$ cat src/rtl/xwiden_pkg.sv
package xwiden_pkg;

    localparam int XE_W  = 15;
    localparam int XM_W  = 64;
    localparam int X_W   = XE_W + XM_W + 1;
    localparam int XBIAS = (1 << (XE_W - 1)) - 1;

    typedef enum logic [1:0] {
        FMT_SGL  = 2'b00,
        FMT_DBL  = 2'b01,
        FMT_EXT  = 2'b10,
        FMT_EXT2 = 2'b11
    } src_fmt_e;

    typedef enum logic [2:0] {
        CL_ZERO,
        CL_SUB,
        CL_NORM,
        CL_INF,
        CL_QNAN,
        CL_SNAN
    } src_cls_e;

    typedef struct packed {
        logic [X_W-1:0] value;
        logic           inv;
        logic           dnrm;
    } xw_conv_t;

    typedef struct packed {
        logic [X_W-1:0] value;
        logic           inv;
        logic           dnrm;
        logic           dn_exc;
    } xw_out_t;

    function automatic logic [X_W-1:0] ext_pack(input logic s,
                                                 input logic [XE_W-1:0] e,
                                                 input logic [XM_W-1:0] m);
        return {s, e, m};
    endfunction

    function automatic logic [XM_W-1:0] mant_special(input logic quiet_set,
                                                     input logic [XM_W-2:0] fal);
        // integer bit forced, optional quiet bit, payload below
        if (quiet_set)
            return {2'b11, fal[XM_W-3:0]};
        return {1'b1, fal};
    endfunction

endpackage

$ cat src/rtl/xw_lzc.sv
module xw_lzc #(
    parameter int W = 23,
    localparam int CW = $clog2(W + 1)
) (
    input  logic [W-1:0]  vec,
    output logic [CW-1:0] cnt
);

    always_comb begin
        cnt = CW'(W);
        for (int i = 0; i < W; i++) begin
            if (vec[i])
                cnt = CW'(W - 1 - i);
        end
    end

endmodule

$ cat src/rtl/xw_src_decode.sv
module xw_src_decode
    import xwiden_pkg::*;
#(
    parameter int EW = 8,
    parameter int FW = 23
) (
    input  logic [EW+FW:0] raw,
    output xw_conv_t       res
);

    localparam int BIAS = (1 << (EW - 1)) - 1;
    localparam int ADJ  = XBIAS - BIAS;
    localparam int PADW = XM_W - 1 - FW;
    localparam int LZW  = $clog2(FW + 1);

    logic            sgn;
    logic [EW-1:0]   e_fld;
    logic [FW-1:0]   f_fld;
    logic [XM_W-2:0] f_al;
    logic [LZW-1:0]  lz;
    src_cls_e        cls;
    logic [XE_W-1:0] x_exp;
    logic [XM_W-1:0] x_mant;

    assign sgn   = raw[EW+FW];
    assign e_fld = raw[EW+FW-1:FW];
    assign f_fld = raw[FW-1:0];
    assign f_al  = {f_fld, {PADW{1'b0}}};

    xw_lzc #(.W(FW)) u_lzc (
        .vec (f_fld),
        .cnt (lz)
    );

    always_comb begin
        if (e_fld == '0)
            cls = (f_fld == '0) ? CL_ZERO : CL_SUB;
        else if (&e_fld) begin
            if (f_fld == '0)
                cls = CL_INF;
            else
                cls = f_fld[FW-1] ? CL_QNAN : CL_SNAN;
        end else
            cls = CL_NORM;
    end

    always_comb begin
        x_exp  = '0;
        x_mant = '0;
        case (cls)
            CL_NORM: begin
                x_exp  = XE_W'(e_fld) + XE_W'(ADJ);
                x_mant = {1'b1, f_al};
            end
            CL_SUB: begin
                x_exp  = XE_W'(ADJ) - XE_W'(lz);
                x_mant = ({1'b0, f_al} << lz) << 1;
            end
            CL_INF: begin
                x_exp  = '1;
                x_mant = {1'b1, {(XM_W-1){1'b0}}};
            end
            CL_QNAN, CL_SNAN: begin
                x_exp  = '1;
                x_mant = mant_special(1'b1, f_al);
            end
            default: begin
                x_exp  = '0;
                x_mant = '0;
            end
        endcase
    end

    assign res.value = ext_pack(sgn, x_exp, x_mant);
    assign res.inv   = (cls == CL_SNAN);
    assign res.dnrm  = (cls == CL_SUB);

endmodule

$ cat src/rtl/xw_out_stage.sv
module xw_out_stage
    import xwiden_pkg::*;
(
    input  logic    clk,
    input  logic    rst,
    input  logic    in_valid,
    output logic    in_ready,
    input  xw_out_t d,
    output logic    out_valid,
    input  logic    out_ready,
    output xw_out_t q
);

    assign in_ready = !out_valid || out_ready;

    always_ff @(posedge clk) begin
        if (rst) begin
            out_valid <= 1'b0;
            q         <= '0;
        end else if (in_ready) begin
            out_valid <= in_valid;
            if (in_valid)
                q <= d;
        end
    end

endmodule

$ cat src/rtl/xwiden_conv.sv
module xwiden_conv
    import xwiden_pkg::*;
#(
    parameter int SGL_EXP_W  = 8,
    parameter int SGL_FRAC_W = 23,
    parameter int DBL_EXP_W  = 11,
    parameter int DBL_FRAC_W = 52
) (
    input  logic           clk,
    input  logic           rst,
    input  logic           in_valid,
    output logic           in_ready,
    input  logic [1:0]     in_fmt,
    input  logic [X_W-1:0] in_data,
    input  logic           dnrm_mask,
    output logic           out_valid,
    input  logic           out_ready,
    output logic [X_W-1:0] out_data,
    output logic           out_inv,
    output logic           out_dnrm,
    output logic           out_dn_exc
);

    localparam int N_SRC = 2;

    xw_conv_t narrow_res [N_SRC];
    xw_conv_t sel;
    xw_out_t  stage_d;
    xw_out_t  stage_q;
    src_fmt_e fmt;

    for (genvar g = 0; g < N_SRC; g++) begin : g_src
        localparam int EW = (g == 0) ? SGL_EXP_W  : DBL_EXP_W;
        localparam int FW = (g == 0) ? SGL_FRAC_W : DBL_FRAC_W;
        xw_src_decode #(.EW(EW), .FW(FW)) u_dec (
            .raw (in_data[EW+FW:0]),
            .res (narrow_res[g])
        );
    end

    assign fmt = src_fmt_e'(in_fmt);

    always_comb begin
        case (fmt)
            FMT_SGL: sel = narrow_res[0];
            FMT_DBL: sel = narrow_res[1];
            default: sel = '{value: in_data, inv: 1'b0, dnrm: 1'b0};
        endcase
    end

    assign stage_d = '{value:  sel.value,
                       inv:    sel.inv,
                       dnrm:   sel.dnrm,
                       dn_exc: sel.dnrm & ~dnrm_mask};

    xw_out_stage u_stage (
        .clk       (clk),
        .rst       (rst),
        .in_valid  (in_valid),
        .in_ready  (in_ready),
        .d         (stage_d),
        .out_valid (out_valid),
        .out_ready (out_ready),
        .q         (stage_q)
    );

    assign out_data   = stage_q.value;
    assign out_inv    = stage_q.inv;
    assign out_dnrm   = stage_q.dnrm;
    assign out_dn_exc = stage_q.dn_exc;

endmodule

$ cat config.mk
export PLATFORM = sky130hd
export DESIGN_NAME = xwiden_conv
export DESIGN_NICKNAME = d
export VERILOG_FILES = /design/src/rtl/xwiden_pkg.sv /design/src/rtl/xw_lzc.sv /design/src/rtl/xw_src_decode.sv /design/src/rtl/xw_out_stage.sv /design/src/rtl/xwiden_conv.sv
export SDC_FILE = /design/constraint.sdc
export NUM_CORES = 1
export LEC_CHECK = 0
export CAP_MARGIN = 25
export CELL_PAD_IN_SITES_DETAIL_PLACEMENT = 1
export CELL_PAD_IN_SITES_GLOBAL_PLACEMENT = 2
export CORE_ASPECT_RATIO = 1.4
export CORE_MARGIN = 2
export CORE_UTILIZATION = 34
export CTS_BUF_LIST = sky130_fd_sc_hd__clkbuf_8
export CTS_CLUSTER_SIZE = 30
export DETAILED_ROUTE_END_ITERATION = 6
export GPL_TIMING_DRIVEN = 1
export PLACE_DENSITY = 0.83
export SLEW_MARGIN = 40
export SYNTH_ARGS = -nofsm -noshare
export SYNTH_HDL_FRONTEND = slang
export SYNTH_HIERARCHICAL = 1
export SYNTH_SLANG_ARGS = --single-unit
$ cat constraint.sdc
create_clock -name clk -period 5.31 [get_ports clk]
set_input_delay 0.7965 -clock clk [delete_from_list [all_inputs] [get_ports clk]]
set_output_delay 0.7965 -clock clk [all_outputs]
set_load 0.02 [all_outputs]
==> results of run 1 <==
==> cell usage in the layout (no fill, tap or decap), drive strengths merged, types with 7 or more instances in the layout <==
cell / synthesis / layout
nor4: 42 / 42
clkbuf: 52 / 10
nand3: 98 / 98
a22oi: 7 / 7
a221oi: 7 / 7
o21a: 9 / 9
clkdlybuf4s50: 0 / 167
and2: 12 / 12
a21oi: 126 / 126
buf: 157 / 242
a31oi: 8 / 8
nor2: 85 / 85
nor2b: 11 / 11
a22o: 21 / 21
mux2: 41 / 41
o21ai: 157 / 157
mux2i: 170 / 170
o211ai: 15 / 15
conb: 2 / 51
a32o: 8 / 8
nand2b: 14 / 14
a21bo: 83 / 83
nand2: 182 / 182
nor3: 24 / 24
inv: 26 / 27
nand4: 12 / 12
o221ai: 12 / 12
dfxtp: 84 / 84
mux4: 48 / 48
==> cells in the mapped netlist (7+ instances only) <==
master,number
nand2_1,182
mux2i_1,170
a21oi_1,126
nand3_1,98
dfxtp_1,84
nor2_1,84
o21ai_1,82
o21ai_0,73
buf_4,66
buf_2,57
clkbuf_1,52
a21bo_2,48
mux4_2,44
mux2_2,41
nor4_1,41
a21bo_1,35
inv_1,25
nor3_1,24
a22o_1,21
o211ai_1,15
buf_1,14
nand2b_1,13
and2_1,12
nand4_1,12
o221ai_1,12
nor2b_1,11
buf_12,10
buf_6,10
o21a_1,9
a31oi_1,8
a32o_1,8
a221oi_1,7
a22oi_1,7
==> path summary, 6_finish.rpt <==
kind | start | to | slack (ns) | cells past startpoint
setup reg to reg | u_stage/out_valid | u_stage/q[23] | 3.20 | 5
setup / recovery | in_data[10] | u_stage/q[48] | 0.12 | 18
hold reg to reg | u_stage/q[1] | u_stage/q[1] | 0.58 | 2
hold / removal | u_stage/q[1] | u_stage/q[1] | 0.58 | 2
==> cell families after synthesis <==
kind of cell               Yosys count
adders and majority gates            2
DFF                                 84
muxes                              259
xor gates and xnor gates             4
buffers and inverters              238
and+or+nand+nor                    505
other                                2
AOI/OAI and AO/OA                  521
==> registers in the layout, indices dropped and copies added, names as in the netlist <==
register and cells:
u_stage/out_valid 1, u_stage/q 83
==> cell type report <==
type / instances / share of cell area
multi-input cells: 1342 / 0.6038
repair buffers: 409 / 0.2312
flip-flops and latches: 84 / 0.1068
well taps: 462 / 0.03673
clock buffers: 10 / 0.008745
inverters: 29 / 0.006916
clock inverters: 6 / 0.005644
diodes: 1 / 0.0001590
==> stage by stage <==
stage | utilization | cell area (um^2) | cells | hold WS (ns) | power [uW]
after global placement | 0.4308 | 15470 | 2325 | 0.5592 | 1979
after floorplan | - | 12570 | 1664 | 0.6449 | 1398
after global routing | 0.4382 | 15740 | 2342 | 0.5970 | 2661
after detailed placement | 0.4314 | 15490 | 2326 | 0.5617 | 1995
after CTS | 0.4377 | 15720 | 2342 | 0.5798 | 2547
final | 0.4383 | 15740 | 2343 | 0.5786 | 2541
==> layer usage <==
layer	track usage	up-vias	wire, um
li1	-	6444	-
met1	0.4128	7043	26060
met2	0.5495	529	30320
met3	0.02922	157	3140
met4	0.1967	0	4426
met5	0	-	0
==> worst register-to-register path: stages (launching register included) <==
cell      delay, ns
dfxtp_1        0.35
nand2b_4       0.44
buf_12         0.27
buf_6          0.53
a21bo_2        0.32
a21oi_1        0.06
==> power by group <==
part           total (uW)  switching, uW  internal (uW)
clock                 539            261            278
combinational        1310            736            575
sequential            691           21.8            669
total                2540           1020           1520
==> results.cfg, run 1 <==
[place]
io_buffers = 171
dp_hpwl_um = 49600
place.gp.congestion = 1.011
dp_slack_ns = -0.2404

[logic_synthesis]
yosysWarnings = 6
yosys.area_share.simple = 0.1931
synth_top_family_by_area = compound AO/OA/AOI/OAI gates
synthMuxAreaShare = 0.2631
synth_top_area_cell = mux2i_1
syn_area_mm2 = 0.01239
synth_xor_area_frac = 0.002827
synth_fa_ha_area_frac = 0.002020
avgSynthCellArea_um2 = 7.672
synth.area.top_cells = mux2i_1 14%, dfxtp_1 14%, mux4_2 8.0%, nand2_1 5.5%, a21oi_1 5.1%
ys_types = 80
synth_ff_type = dfxtp_1
ys_ff_latch = 84
synth-compound-area-share = 0.2857
seq_area_frac_synth = 0.1357
synth_edf_count = 0
synth_top_area_frac = 0.1373
syn_inst = 1615
async_flop_share = 0

[setup_path]
path_delay_family = compound AO/OA/AOI/OAI gates
path_class = input port to flip-flop
cp_slowest_cell = or4_1
crit_buf_inv = 3
worstPathCellList = clkdlybuf4s50_1 -> buf_4 -> or4_1 -> o21ba_1 -> o21ai_2 -> a21oi_1 -> o311a_2 -> buf_4 -> mux4_2 -> mux2_2 -> mux2i_1 -> nor4_1 -> a221oi_1 -> o21ai_0 -> mux2i_1 -> o21ai_1 -> nand3_1 -> a21oi_1
max_stage_delay_ns = 0.55
endpoint_kind = flip-flop
cp-start-kind = input port
crit_path_max_fanout = 13
arrival_ns = 5.43
cp_data_required_time_ns = 5.55

[cts]
numCtsBuffers = 9
clkSlewWorstSetupHoldPaths_ns = 0.09
postCtsHoldBufs = 0
h-tree-depth = 3
clock_path_buffers = 2
cts.repair.resized = 0
clock_latency_ns = 0.40
ctsRootBufferMaster = clkbuf_8
postCtsSetupBuffers = 0
cts_num_sinks = 84
cts_tree = built

[sta]
final.period_utilization = 0.9782
setup_ws_ns = 0.1160
finClkSkew_ns = 0.01266
tightest_slew_ns = 0.7813
slew_viol_final = 0
finalCriticalPeriod_ns = 5.194
setup_viol = 0
relSlewSlack = 0.4743
rsz0062_at_grt = no
finalHoldViolations = 0
fmax_mhz = 192.5
fin_tns_setup_ns = 0

[finish]
multi_input_comb_area_mm2 = 0.009503
syn_to_final_growth_pct = 27.02
drive_above_1_share = 0.2202
nets = 1964
fillers = 4480
seq_area_mm2 = 0.001682

[floorplanning]
row_count = 82
start_util = 0.3451
chipHeight_um = 229.9
coreArea_mm2 = 0.03591
boundaryPins = 172
die_area_mm2 = 0.03801
fp.dieW_um = 165.3

[grt]
grt-ovfl-total = 0
grt_max_degree = 91
groute.usage.overall = 0.3309
grt_pass1_wl_um = 93500
grt_pass1_vias = 14453
antenna_found_initial = 0

[hold_path]
worstHoldPathType = flip-flop to flip-flop

[routing]
via_count = 14173
drtPass1Iterations = 5
postRouteAntennaNets = 0
wire_per_inst_um = 27.29
drc = 0
initialDrtViolationCount = 1099
wl_um = 63950
viasPerCell = 6.049

[power_and_ir_drop]
power.density_mw_per_mm2 = 161.5
ir_drop_mv = 0.1839
p_leak_uw = 0.006306

[job]
drv_cap = 0

[run_status]
status = finished clean
(Power assumes the default switching activity.)
==> run 2: changes to the inputs <==
- GPL_TIMING_DRIVEN: 1 -> 0
==> run 2 against run 1 <==
Flip-flop and latch count is the same. Power shrank 7.4%. Largest cell class unchanged. Clock-buffer cell count is the same.
==> results.cfg, run 2 (synthesis gave the netlist of run 1 again) <==
[cts]
cts_tree = built
postCtsSetupBuffers = 0
clkSlewWorstSetupHoldPaths_ns = 0.08
clock_path_buffers = 2
ctsRootBufferMaster = clkbuf_8
clock_latency_ns = 0.38
h-tree-depth = 3
numCtsBuffers = 9
cts_num_sinks = 84
postCtsHoldBufs = 0

[power_and_ir_drop]
p_comb_frac = 0.535
p_leak_uw = 0.005943
clkPwrFrac = 0.171
ir_drop_mv = 0.1514
power.density_mw_per_mm2 = 157.7
p_int_uw = 1333
sw_frac_of_total = 0.4333
power_switching_uw = 1019
pwr-share-seq = 0.294

[finish]
syn_to_final_growth_pct = 20.39
fin_util = 0.4154
regMostFlops = u_stage/q
final_common_cell = nand2_1
diodes = 0
top_regs = u_stage/q x83, u_stage/out_valid x1
nets = 1931
final_cell_mix = 182 x nand2_1, 170 x mux2i_1, 127 x clkdlybuf4s50_1
largest_register_ffs = 83
stdcell_count = 2308
drive_above_1_share = 0.1939

[place]
io_buffers = 167
dp_cells = 2293
dp_hpwl_um = 51680
place.gp.congestion = 1.044

[sta]
fin_tns_setup_ns = 0
setup_viol = 0
finalHoldViolations = 0
tightest_slew_ns = 0.8036
relSlewSlack = 0.4643
finClkSkew_ns = 0.01215
slew_viol_final = 0
rsz0062_at_grt = yes
fmax_mhz = 190.6
final.period_utilization = 0.9882
finalCriticalPeriod_ns = 5.247
holdWs_ns = 0.5756

[grt]
grt-ovfl-total = 0
antenna_found_initial = 0
groute.usage.overall = 0.3570
grt_pass1_vias = 14778
grt_max_degree = 23
grt_pass1_wl_um = 99350

[setup_path]
r2r_cells = 6
reg2reg_slack_ns = 3.90
max_stage_delay_ns = 0.61
cp.depth = 18
worstPathCellList = buf_2 -> or4_1 -> o21ba_1 -> o21ai_2 -> a21oi_1 -> o311a_1 -> buf_2 -> buf_2 -> buf_2 -> mux4_2 -> nand2_1 -> o21ai_0 -> a221oi_1 -> o221ai_1 -> mux2i_1 -> o21ai_1 -> nand3_1 -> a21oi_1
path_common_cell = buf_2
cp_data_required_time_ns = 5.57
endpoint_kind = flip-flop
arrival_ns = 5.50
endpoint = u_stage/q[53]
cp_slowest_cell = or4_1
crit_buf_inv = 4
path_class = input port to flip-flop
r2r-end = u_stage/q[62]
crit_path_max_fanout = 20
cp-start-kind = input port
startpoint = in_data[8]
path_delay_family = compound AO/OA/AOI/OAI gates
r2r-start = u_stage/out_valid

[routing]
initialDrtViolationCount = 1281
via_count = 14332
viasPerCell = 6.210
wire_per_inst_um = 29.60
postRouteAntennaNets = 0
drtPass1Iterations = 7
drc = 0
wl_um = 68330

[run_status]
status = finished clean

[floorplanning]
start_util = 0.3451
fp.dieW_um = 165.3
die_area_mm2 = 0.03801
coreArea_mm2 = 0.03591
boundaryPins = 172
row_count = 82
chipHeight_um = 229.9

[hold_path]
worstHoldPathType = flip-flop to flip-flop

[job]
drv_cap = 0
## run 2: layout make-up
class / instances / area, um^2
multi-input cells: 1342 / 9509
inverters: 29 / 108.9
plain buffers: 209 / 1360
well taps: 462 / 578.1
flip-flops and latches: 84 / 1682
clock inverters: 5 / 23.77
fillers: 4508 / 20990
clock buffers: 10 / 137.6
repair buffers: 167 / 1518
## run 2: metrics by stage
| step | area, um^2 | power (uW) | worst slack, ns |
|---|---|---|---|
| 2_1_floorplan | 12570 | 1398 | 1.126 |
| 3_3_place_gp | 14820 | 1931 | -1.806 |
| 3_5_place_dp | 14690 | 1925 | -1.282 |
| 4_1_cts | 14860 | 2334 | -0.1010 |
| 5_1_grt | 14920 | 2459 | -0.06541 |
| 6_report | 14920 | 2352 | 0.06272 |
## run 2: how the worst min path moves through the flow
stage | slack [ns] | end | start | cells after the start
after floorplan | 0.64 | u_stage/q[44] | u_stage/q[44] | 2
after global placement | 0.56 | u_stage/q[39] | u_stage/q[39] | 2
after detailed placement | 0.57 | u_stage/q[59] | u_stage/q[59] | 2
after CTS | 0.58 | u_stage/q[19] | u_stage/q[19] | 2
after global routing | 0.59 | u_stage/q[19] | u_stage/q[19] | 2
final | 0.58 | u_stage/q[19] | u_stage/q[19] | 2
## run 2: power groups by stage
| stage | clock (uW) | combinational (uW) | sequential (uW) |
|---|---|---|---|
| 2_1_floorplan | 0 | 650 | 748 |
| 3_3_place_gp | 0 | 1230 | 704 |
| 3_5_place_dp | 0 | 1220 | 706 |
| 4_1_cts | 419 | 1220 | 692 |
| 5_1_grt | 443 | 1320 | 696 |
| 6_report | 403 | 1260 | 691 |
## run 2: what timing repair did
| action | in CTS | in global routing |
|---|---|---|
| gates resized for setup | 26 | 27 |
| endpoints found under the setup margin | 49 | 38 |
| pin swaps | 0 | 1 |
## run 2: per-layer routing
| layer | wire length [um] | up-vias | track usage |
|---|---|---|---|
| met5 | 0 | - | 0 |
| li1 | - | 6389 | - |
| met4 | 4827 | 0 | 0.2209 |
| met3 | 4842 | 220 | 0.04600 |
| met2 | 31980 | 737 | 0.5815 |
| met1 | 26670 | 6986 | 0.4424 |
## run 2: worst register-to-register path, cell delays in order (launching register included)
cell	delay, ns
dfxtp_1	0.34
nand2b_4	0.07
buf_6	0.14
buf_2	0.26
buf_2	0.27
nand3_1	0.12
a21oi_1	0.13
